File: src/rtl/divq_pkg.sv
package divq_pkg;
  typedef enum logic [1:0] {
    ST_IDLE  = 2'd0,
    ST_SETUP = 2'd1,
    ST_ITER  = 2'd2,
    ST_FIX   = 2'd3
  } divq_state_e;
endpackage

File: src/rtl/divq_prep.sv
// Operand conditioning: magnitudes, sign bookkeeping, early exits.
module divq_prep #(
  parameter int QW = 16,
  localparam int DW = 2 * QW
) (
  input  logic [DW-1:0] dvd,
  input  logic [QW-1:0] dvs,
  input  logic          sgn,
  output logic [DW-1:0] mag_dvd,
  output logic [QW-1:0] mag_dvs,
  output logic          neg_q,
  output logic          neg_r,
  output logic          zero_dvs,
  output logic          early_ovf
);
  logic neg_dvd, neg_dvs;

  always_comb begin
    neg_dvd   = sgn & dvd[DW-1];
    neg_dvs   = sgn & dvs[QW-1];
    mag_dvd   = neg_dvd ? (~dvd + DW'(1)) : dvd;
    mag_dvs   = neg_dvs ? (~dvs + QW'(1)) : dvs;
    neg_q     = neg_dvd ^ neg_dvs;
    neg_r     = neg_dvd;
    zero_dvs  = (dvs == '0);
    // upper half >= divisor means the magnitude quotient needs more than QW bits
    early_ovf = !zero_dvs && (mag_dvd[DW-1:QW] >= mag_dvs);
  end
endmodule

File: src/rtl/divq_step.sv
// One restoring iteration: shift in the next dividend bit, trial-subtract.
module divq_step #(
  parameter int QW = 16
) (
  input  logic [QW-1:0] p_in,
  input  logic [QW-1:0] q_in,
  input  logic [QW-1:0] d_in,
  output logic [QW-1:0] p_out,
  output logic [QW-1:0] q_out
);
  logic [QW:0]   shifted;
  logic          fits;
  logic [QW-1:0] diff;

  always_comb begin
    shifted = {p_in, q_in[QW-1]};
    fits    = (shifted >= {1'b0, d_in});
    diff    = shifted[QW-1:0] - d_in;
    p_out   = fits ? diff : shifted[QW-1:0];
    q_out   = {q_in[QW-2:0], fits};
  end
endmodule

File: src/rtl/divq_fix.sv
// Sign restoration and late range check for the signed mode.
module divq_fix #(
  parameter int QW = 16
) (
  input  logic [QW-1:0] q_mag,
  input  logic [QW-1:0] r_mag,
  input  logic          neg_q,
  input  logic          neg_r,
  input  logic          sgn,
  output logic [QW-1:0] q_val,
  output logic [QW-1:0] r_val,
  output logic          range_err
);
  localparam logic [QW-1:0] NEG_LIMIT = {1'b1, {(QW-1){1'b0}}};

  always_comb begin
    q_val     = neg_q ? (~q_mag + QW'(1)) : q_mag;
    r_val     = neg_r ? (~r_mag + QW'(1)) : r_mag;
    range_err = sgn & (neg_q ? (q_mag > NEG_LIMIT) : q_mag[QW-1]);
  end
endmodule

File: src/rtl/divq_unit.sv
module divq_unit #(
  parameter int QW = 16,
  localparam int DW = 2 * QW,
  localparam int CW = $clog2(QW)
) (
  input  logic          clk,
  input  logic          rst_n,
  input  logic          start,
  input  logic          sgn_mode,
  input  logic [DW-1:0] dividend,
  input  logic [QW-1:0] divisor,
  output logic          busy,
  output logic          done,
  output logic [DW-1:0] result,
  output logic          ovf,
  output logic          dz,
  output logic          flag_n,
  output logic          flag_z,
  output logic          flag_v,
  output logic          flag_c
);
  import divq_pkg::*;

  divq_state_e   state;
  logic [CW-1:0] cnt;
  logic [DW-1:0] dvd_r;
  logic [QW-1:0] dvs_r;
  logic          sgn_r, neg_q_r, neg_r_r;
  logic [QW-1:0] mag_dvs_r;
  logic [QW-1:0] p_r, q_r;

  logic [DW-1:0] mag_dvd;
  logic [QW-1:0] mag_dvs;
  logic          neg_q, neg_r, zero_dvs, early_ovf;
  logic [QW-1:0] p_nx, q_nx;
  logic [QW-1:0] q_val, r_val;
  logic          range_err;

  divq_prep #(.QW(QW)) prep_i (
    .dvd(dvd_r), .dvs(dvs_r), .sgn(sgn_r),
    .mag_dvd(mag_dvd), .mag_dvs(mag_dvs),
    .neg_q(neg_q), .neg_r(neg_r),
    .zero_dvs(zero_dvs), .early_ovf(early_ovf)
  );

  divq_step #(.QW(QW)) step_i (
    .p_in(p_r), .q_in(q_r), .d_in(mag_dvs_r),
    .p_out(p_nx), .q_out(q_nx)
  );

  divq_fix #(.QW(QW)) fix_i (
    .q_mag(q_r), .r_mag(p_r), .neg_q(neg_q_r), .neg_r(neg_r_r),
    .sgn(sgn_r), .q_val(q_val), .r_val(r_val), .range_err(range_err)
  );

  assign busy   = (state != ST_IDLE);
  assign flag_c = 1'b0;
  assign flag_v = ovf;

  always_ff @(posedge clk or negedge rst_n) begin
    if (!rst_n) begin
      state     <= ST_IDLE;
      cnt       <= '0;
      dvd_r     <= '0;
      dvs_r     <= '0;
      sgn_r     <= 1'b0;
      neg_q_r   <= 1'b0;
      neg_r_r   <= 1'b0;
      mag_dvs_r <= '0;
      p_r       <= '0;
      q_r       <= '0;
      done      <= 1'b0;
      result    <= '0;
      ovf       <= 1'b0;
      dz        <= 1'b0;
      flag_n    <= 1'b0;
      flag_z    <= 1'b0;
    end else begin
      done <= 1'b0;
      unique case (state)
        ST_IDLE: begin
          if (start) begin
            dvd_r <= dividend;
            dvs_r <= divisor;
            sgn_r <= sgn_mode;
            state <= ST_SETUP;
          end
        end
        ST_SETUP: begin
          if (zero_dvs || early_ovf) begin
            result <= dvd_r;
            ovf    <= early_ovf;
            dz     <= zero_dvs;
            flag_n <= 1'b0;
            flag_z <= 1'b0;
            done   <= 1'b1;
            state  <= ST_IDLE;
          end else begin
            p_r       <= mag_dvd[DW-1:QW];
            q_r       <= mag_dvd[QW-1:0];
            mag_dvs_r <= mag_dvs;
            neg_q_r   <= neg_q;
            neg_r_r   <= neg_r;
            cnt       <= '0;
            state     <= ST_ITER;
          end
        end
        ST_ITER: begin
          p_r <= p_nx;
          q_r <= q_nx;
          cnt <= cnt + CW'(1);
          if (cnt == CW'(QW - 1)) state <= ST_FIX;
        end
        ST_FIX: begin
          dz    <= 1'b0;
          done  <= 1'b1;
          state <= ST_IDLE;
          if (range_err) begin
            result <= dvd_r;
            ovf    <= 1'b1;
            flag_n <= 1'b0;
            flag_z <= 1'b0;
          end else begin
            result <= {r_val, q_val};
            ovf    <= 1'b0;
            flag_n <= q_val[QW-1];
            flag_z <= (q_val == '0);
          end
        end
        default: state <= ST_IDLE;
      endcase
    end
  end
endmodule

File: config.mk
export PLATFORM = sky130hd
export DESIGN_NAME = divq_unit
export DESIGN_NICKNAME = d
export VERILOG_FILES = /design/src/rtl/divq_pkg.sv /design/src/rtl/divq_prep.sv /design/src/rtl/divq_step.sv /design/src/rtl/divq_fix.sv /design/src/rtl/divq_unit.sv
export SDC_FILE = /design/constraint.sdc
export NUM_CORES = 1
export LEC_CHECK = 0
export BUFFER_PORTS_ARGS = -buffer_cell sky130_fd_sc_hd__buf_4
export CELL_PAD_IN_SITES_DETAIL_PLACEMENT = 1
export CELL_PAD_IN_SITES_GLOBAL_PLACEMENT = 2
export CORE_AREA = 5 5 170 172
export DETAILED_ROUTE_END_ITERATION = 12
export DIE_AREA = 0 0 175 177
export PLACE_DENSITY_LB_ADDON = 0.1
export SETUP_SLACK_MARGIN = 0.1
export SLEW_MARGIN = 30
export SYNTH_ARGS = -nofsm -noshare
export SYNTH_HDL_FRONTEND = slang
export SYNTH_SLANG_ARGS = --single-unit
File: constraint.sdc
create_clock -name clk -period 4.25 [get_ports clk]
set_clock_uncertainty 0.2 [all_clocks]
set_input_delay 0.85 -clock clk [delete_from_list [all_inputs] [get_ports clk]]
set_output_delay 0.85 -clock clk [all_outputs]
set_load 0.005 [all_outputs]
==> impl_metrics.tcl, run 1 <==
set metrics [dict create \
    fin_crit_sh 1.070 \
    r2r_slack_ns -0.30 \
    placedCellCount 1487 \
    grt_max_degree 79 \
    syn_inst 986 \
    path_cells "or4_4, or4b_4, buf_4, o21ai_0, xnor2_1, ha_1, a21o_1, o211ai_1, o211ai_1, a2111o_1, nor2_4, mux2_4, a221o_1" \
    clockBufferDepth 2 \
    core-area_mm2 0.02732 \
    drive_gt1_frac 0.3536 \
    synth.top_cell.area_share 0.3929 \
    synth_fp_nets 1077 \
    drt_iter0_markers 419 \
    worstSetupPathType "reg2reg" \
    required_ns 4.37 \
    ant_nets 0 \
    synth_edf_count 0 \
    syn_area_mm2 0.009044 \
    stdcell_count 1562 \
    grt_pass1_vias 8583 \
    grt_pass1_wl_um 50560 \
    min_path_type "in2async" \
    cts_hold_buf 0 \
    cts_tree "done" \
    synth_cell_types 69 \
    vias 8227 \
    grt_antenna_before_repair 0 \
    postLayoutCellArea_mm2 0.01241 \
    die_h_um 177 \
    globalRouteTotalUtil 0.2102 \
    synthArstFlopShare 1.000 \
    max_freq_ghz 0.2198 \
    layout_common_cells "buf_4 (221), dfrtp_1 (142), nand2_1 (86)" \
    first_pass_iters 4 \
    io_pins 92 \
    postPlaceCellArea_mm2 0.01089 \
    ys_warn_count 0 \
    synth_area_per_cell_um2 9.172 \
    syn_to_final_growth_pct 37.24 \
    finalHoldViolCount 0 \
    clock_sinks 142 \
    utilization 0.4543 \
    outcome "complete, but fails checks" \
    arrival_ns 4.67 \
    port_buffers 90 \
    rsz0062_at_grt "yes" \
    worstMarginPinSlew_ns 0.8078 \
    cp-startpoint "dvd_r[17]" \
    cts_root_buf "clkbuf_16" \
    routabilityCongestion 0.8274 \
    die_area_mm2 0.03098 \
    internal-power_mw 6.858 \
    grt_overflow 0 \
    ff2ff_path_depth 13 \
    avgViaCountPerCell 5.267 \
    crit_top_cell "o211ai_1" \
    p_switching_mw 5.708 \
    ys_seq_area_frac 0.3929 \
    clkPwrFrac 0.121 \
    swShare 0.4542 \
    drc 0 \
    power.density_mw_per_mm2 1012 \
    p_leak_nw 5.512 \
    finalPower_mw 12.57 \
    yosys_most_used_dff "dfrtp_1" \
    fin_setup_tns_ns -14.72 \
    synth_top_area_cell "dfrtp_1" \
    htreeDepth 4 \
    slew_headroom 0.4615 \
    die-width_um 175 \
    crit_path_max_incr_delay_ns 0.57 \
    violations "negative setup slack" \
    combPwrFrac 0.659 \
    insertion_delay_ns 0.44 \
    ys_seq_elements 142 \
    finalSetupViolCount 87 \
    start_util 0.3310 \
    routed_wl_um 33070 \
    startpoint_type "register" \
    wire_per_inst_um 21.17 \
    cp-endpoint "p_r[10]" \
    layout_commonest_cell "buf_4" \
    std_cell_rows 61 \
    crit_path_top_delay_cell "or4b_4" \
    detailed_place_hpwl_um 24310 \
    min_period_ns 4.549 \
    max_cap_viol_count 0 \
    setup_slack_ns -0.2993 \
    peakVddDrop_mv 0.3437 \
    layout.nets 1294 \
    r2r_end "p_r[10]" \
    cts_buffers 17 \
    p_seq_frac 0.219 \
    synthTopCellsByArea "dfrtp_1 (39%), mux2_2 (6.8%), ha_1 (5.3%)" \
    n_antenna_cell 0 \
    fill_cells 3115 \
    critical_path.max_fanout 4 \
    reg2reg_from "dvd_r[17]" \
    cp-end-kind "register" \
    drv_slew 0 \
    clk_pin_slew_ns 0.06 \
]
worst min path at each step:
stage / start / endpoint / slack, ns / cells after the start
finish: rst_n / p_r[8] / 0.23 / 1
global route: cnt[3] / cnt[3] / 0.30 / 1
CTS: rst_n / p_r[8] / 0.28 / 1
detailed placement: cnt[3] / cnt[3] / 0.27 / 1
global placement: mag_dvs_r[13] / mag_dvs_r[13] / 0.26 / 2
floorplan: mag_dvs_r[10] / mag_dvs_r[10] / 0.25 / 2
Yosys cell counts, drive strengths merged, types with 3 or more instances:
library cell,number
a2111oi,3
a211oi,5
a21boi,3
a21o,7
a21oi,61
a221o,3
a22oi,4
a31oi,5
a32oi,3
and2,4
and3,5
and4,4
buf,13
clkbuf,42
dfrtp,142
ha,38
inv,32
mux2,56
mux2i,32
nand2,118
nand2b,8
nand3,11
nand4,8
nor2,61
nor2b,6
nor3,33
nor3b,4
nor4,10
o211ai,12
o21a,3
o21ai,105
o221ai,3
o31ai,14
o41ai,6
or2,6
or3,8
or4,8
xnor2,42
xor2,38
routing by layer:
metal  track usage  vias up  wire, um
li1              -     3971         -
met1        0.2983     4088     15950
met2        0.3398      139     15540
met3       0.03504       29      1044
met4       0.04517        0       541
met5             0        -         0
power groups by stage:
stage | combinational [mW] | clock (mW) | sequential [mW]
after floorplan | 4.14 | 0 | 2.54
after CTS | 7.45 | 1.56 | 2.73
after detailed placement | 6.95 | 0 | 2.74
final | 8.28 | 1.52 | 2.76
after global placement | 6.86 | 0 | 2.73
after global routing | 9.01 | 1.61 | 2.86
flip-flops by register name, indices dropped and copies added (netlist names), named ones only:
signal	count
dvd_r	32
result	32
dvs_r	16
mag_dvs_r	16
p_r	16
q_r	16
cnt	4
done	1
dz	1
flag_n	1
flag_v	1
flag_z	1
neg_q_r	1
neg_r_r	1
sgn_r	1
state	1
layout make-up:
class                   count  area (um2)  area share
clock buffers              20       436.7     0.03518
well taps                 346       432.9     0.03488
flip-flops and latches    142        3553      0.2863
inverters                  32       132.6     0.01069
repair buffers            253        2258      0.1820
clock inverters            12       138.9     0.01119
multi-input cells         757        5459      0.4398
repair_timing:
item,in CTS,in global routing
setup buffers,23,10
pin swaps,7,36
resized for setup,52,107
endpoints found under the setup margin,91,92
gates cloned,3,8
worst max-delay path: cells and delay by family, from the launching register on:
family	cells	cell delay (ns)
compound gates	6	1.45
buf+inv	1	0.17
simple gates	3	1.35
fa+ha+maj	1	0.33
xor+xnor	1	0.23
mux	1	0.32
flops	1	0.37
metrics by stage:
step	hold WS, ns	worst slack (ns)
after floorplan	0.2498	-0.2580
after CTS	0.2761	-0.1558
final	0.2337	-0.2993
after detailed placement	0.2679	-0.2743
after global routing	0.2993	-0.5189
after global placement	0.2603	-0.2193
kinds of logic (layout without fill, tap and decap cells):
| kind of cell | after synthesis | count (layout) | share of synthesized area |
|---|---|---|---|
| AO/OA/AOI/OAI | 251 | 251 | 0.1704 |
| flip-flops | 142 | 142 | 0.3929 |
| XOR/XNOR | 80 | 80 | 0.07748 |
| multiplexers | 88 | 88 | 0.1051 |
| buffers and inverters | 87 | 317 | 0.03846 |
| other | 1 | 1 | 0.0004147 |
| adder cells (fa/ha/maj) | 39 | 39 | 0.05479 |
| AND/OR/NAND/NOR | 298 | 298 | 0.1603 |
(Power assumes the default switching activity.)
==> run 2, diff against run 1 <==
Settings changed: ABC_AREA from default to 1, CORE_AREA 5 5 170 172 to 5 5 187 189, DIE_AREA 0 0 175 177 to 0 0 192 194.
==> run 2 against run 1 <==
Compared with the run above:
- hold slack lost 0.096 ns
- sequential share of layout area grew 1.6 points
- critical path type unchanged
- critical path depth grew 5
- sequential power is essentially flat
- global-route usage shrank 0.35 points
- the run now ends clean
- largest power group unchanged
- non-clock buffer count shrank 144
- clock power is essentially flat
- core utilization shrank 10 points
==> impl_metrics.tcl, run 2 <==
set metrics [dict create \
    p_leak_nw 5.923 \
    syn_inst 1473 \
    synth_top_cells_by_count "nand2_1 (472), nand3_1 (185), nor2_1 (146), dfrtp_1 (142), inv_1 (127)" \
    ant_nets 0 \
    synthArstFlopShare 1.000 \
    avgViaCountPerCell 4.875 \
    reg_top3 "dvd_r x32, result x32" \
    cts_hold_buf 0 \
    crit_top_cell "nand2_1" \
    core-area_mm2 0.03311 \
    p_switching_mw 6.209 \
    slew_headroom 0.3451 \
    cts_buffers 17 \
    min_path_type "in2async" \
    dp_slack_ns 0.2429 \
    clockBufferDepth 2 \
    crit_path_top_delay_cell "dfrtp_1" \
    routabilityCongestion 0.8741 \
    fin_setup_tns_ns 0 \
    grt.busiest_layer "met1" \
    min_period_ns 3.832 \
    synth_top_area_cell "dfrtp_1" \
    ys_seq_area_frac 0.3521 \
    fin_crit_sh 0.9016 \
    grt_antenna_before_repair 0 \
    rsz0062_at_grt "no" \
    placedCellCount 1970 \
    synth_fp_nets 1564 \
    layout_common_cells "nand2_1 (470), nand3_1 (185), nor2_1 (145)" \
    insertion_delay_ns 0.44 \
    synth_area_per_cell_um2 6.852 \
    cts_tree "done" \
    finalSetupViolCount 0 \
    std_cell_rows 67 \
    first_pass_iters 4 \
    cp_top_family "simple AND/OR/NAND/NOR gates" \
    swShare 0.5370 \
    critical_path.max_fanout 17 \
    wire_per_inst_um 18.83 \
    clk_pin_slew_ns 0.07 \
    power.density_mw_per_mm2 984.5 \
    drt_iter0_markers 550 \
    startpoint_type "register" \
    grt_use_met2 0.2960 \
    p_seq_frac 0.239 \
    required_ns 4.33 \
    stdcell_count 2002 \
    yosys_most_used_dff "dfrtp_1" \
    synthTopCellsByArea "dfrtp_1 (35%), nand2_1 (18%), nand3_1 (9.2%)" \
    port_buffers 90 \
    layout_commonest_cell "nand2_1" \
    cp-end-kind "register" \
    globalRouteTotalUtil 0.2067 \
    setup_slack_ns 0.4182 \
    grt_pass1_wl_um 59580 \
    cp-startpoint "dvd_r[1]" \
    synth.most_common_cell "nand2_1" \
    post_cts_buffers 0 \
    routed_wl_um 37700 \
    synth_edf_count 0 \
    drive_gt1_frac 0.1293 \
    arrival_ns 3.92 \
    syn_to_final_growth_pct 16.35 \
    outcome "completed" \
    finalHoldViolCount 0 \
    htreeDepth 4 \
    grt_util_met1 0.3313 \
    r2r_slack_ns 0.42 \
    worst-path-buf-inv 3 \
    worstSetupPathType "reg2reg" \
    internal-power_mw 5.353 \
    finalPower_mw 11.56 \
    ys_warn_count 0 \
    path_cells "inv_1, ha_2, nand4_1, inv_1, nand2_1, o21ai_0, nand2_1, a21boi_1, ha_1, nand2_1, nor2_1, a21oi_1, nand3_2, nor2_2, nand2_4, buf_4, nand3_1, o21ai_0" \
    drc 0 \
    die_area_mm2 0.03725 \
    synth_cell_types 46 \
    grt_max_degree 98 \
    max_cap_viol_count 0 \
    max_freq_ghz 0.2610 \
    layout.nets 1632 \
    die-width_um 192 \
    clkPwrFrac 0.129 \
    reg2reg_from "dvd_r[1]" \
    grt_use_met3 0.03025 \
    grt_overflow 0 \
    detailed_place_hpwl_um 29480 \
    n_antenna_cell 0 \
    crit_path_max_incr_delay_ns 0.42 \
    combPwrFrac 0.632 \
    peakVddDrop_mv 0.3523 \
    cts_root_buf "clkbuf_16" \
    drv_slew 0 \
    die_h_um 194 \
    start_util 0.3048 \
    io_pins 92 \
    synth.top_cell.area_share 0.3521 \
    grt_pass1_vias 9939 \
    worstMarginPinSlew_ns 0.9824 \
    vias 9760 \
    syn_area_mm2 0.01009 \
    clock_sinks 142 \
    ys_seq_elements 142 \
]
run 2: cells by family after synthesis:
family,Yosys count,share of synthesized area
AOI/OAI and AO/OA,176,0.09446
xor gates and xnor gates,44,0.03818
adders and majority gates,39,0.04909
buffers and inverters,199,0.08714
DFF,142,0.3521
muxes,14,0.01562
other,1,0.0003715
and+or+nand+nor,858,0.3631
run 2: repair_timing:
item	4_1_cts	5_1_grt
endpoints found under the hold margin	0	0
gates resized for setup	0	5
endpoints found under the setup margin	0	87
run 2: area by class of cell:
class | instances | area (um2)
clock inverters | 13 | 130.1
fillers | 4157 | 21370
multi-input cells | 1132 | 5679
repair buffers | 109 | 850.8
flip-flops and latches | 142 | 3553
inverters | 139 | 526.8
well taps | 448 | 560.5
clock buffers | 19 | 442.9
run 2: power groups by stage:
stage / clock network [mW] / registers [mW] / logic [mW]
final: 1.49 / 2.76 / 7.30
after detailed placement: 0 / 2.78 / 7.32
after global routing: 1.60 / 2.85 / 8.31
after global placement: 0 / 2.77 / 7.26
after CTS: 1.54 / 2.76 / 7.36
after floorplan: 0 / 2.50 / 5.12
run 2: per-layer routing:
metal,up-vias,wire length [um]
met2,160,15500
met5,-,0
met1,4704,20710
met4,0,271
li1,4882,-
met3,14,1218
run 2: per-stage QoR:
step / hold slack [ns] / utilization / cell area (um2)
6_report: 0.1377 / 0.3547 / 11740
5_1_grt: 0.1570 / 0.3547 / 11740
4_1_cts: 0.1408 / 0.3541 / 11730
3_5_place_dp: 0.2728 / 0.3368 / 11150
3_3_place_gp: 0.2703 / 0.3368 / 11150
2_1_floorplan: 0.2530 / - / 10090
run 2: worst register-to-register path: cells and delay by family, from the launching register on:
kind | cells | cell delay (ns)
AO/OA/AOI/OAI | 4 | 0.72
adder cells (fa/ha/maj) | 2 | 0.58
buffers and inverters | 3 | 0.64
flip-flops | 1 | 0.42
AND/OR/NAND/NOR | 9 | 1.11
run 2: worst paths after layout:
| path | to | depth (start not counted) |
|---|---|---|
| max in group asynchronous | dvd_r[31] | 2 |
| worst max-delay path | cnt[0] | 18 |
| worst min register to register | mag_dvs_r[4] | 2 |
| worst max register to register | cnt[0] | 18 |
| min in group clk | mag_dvs_r[4] | 2 |
| worst min-delay path | p_r[15] | 1 |
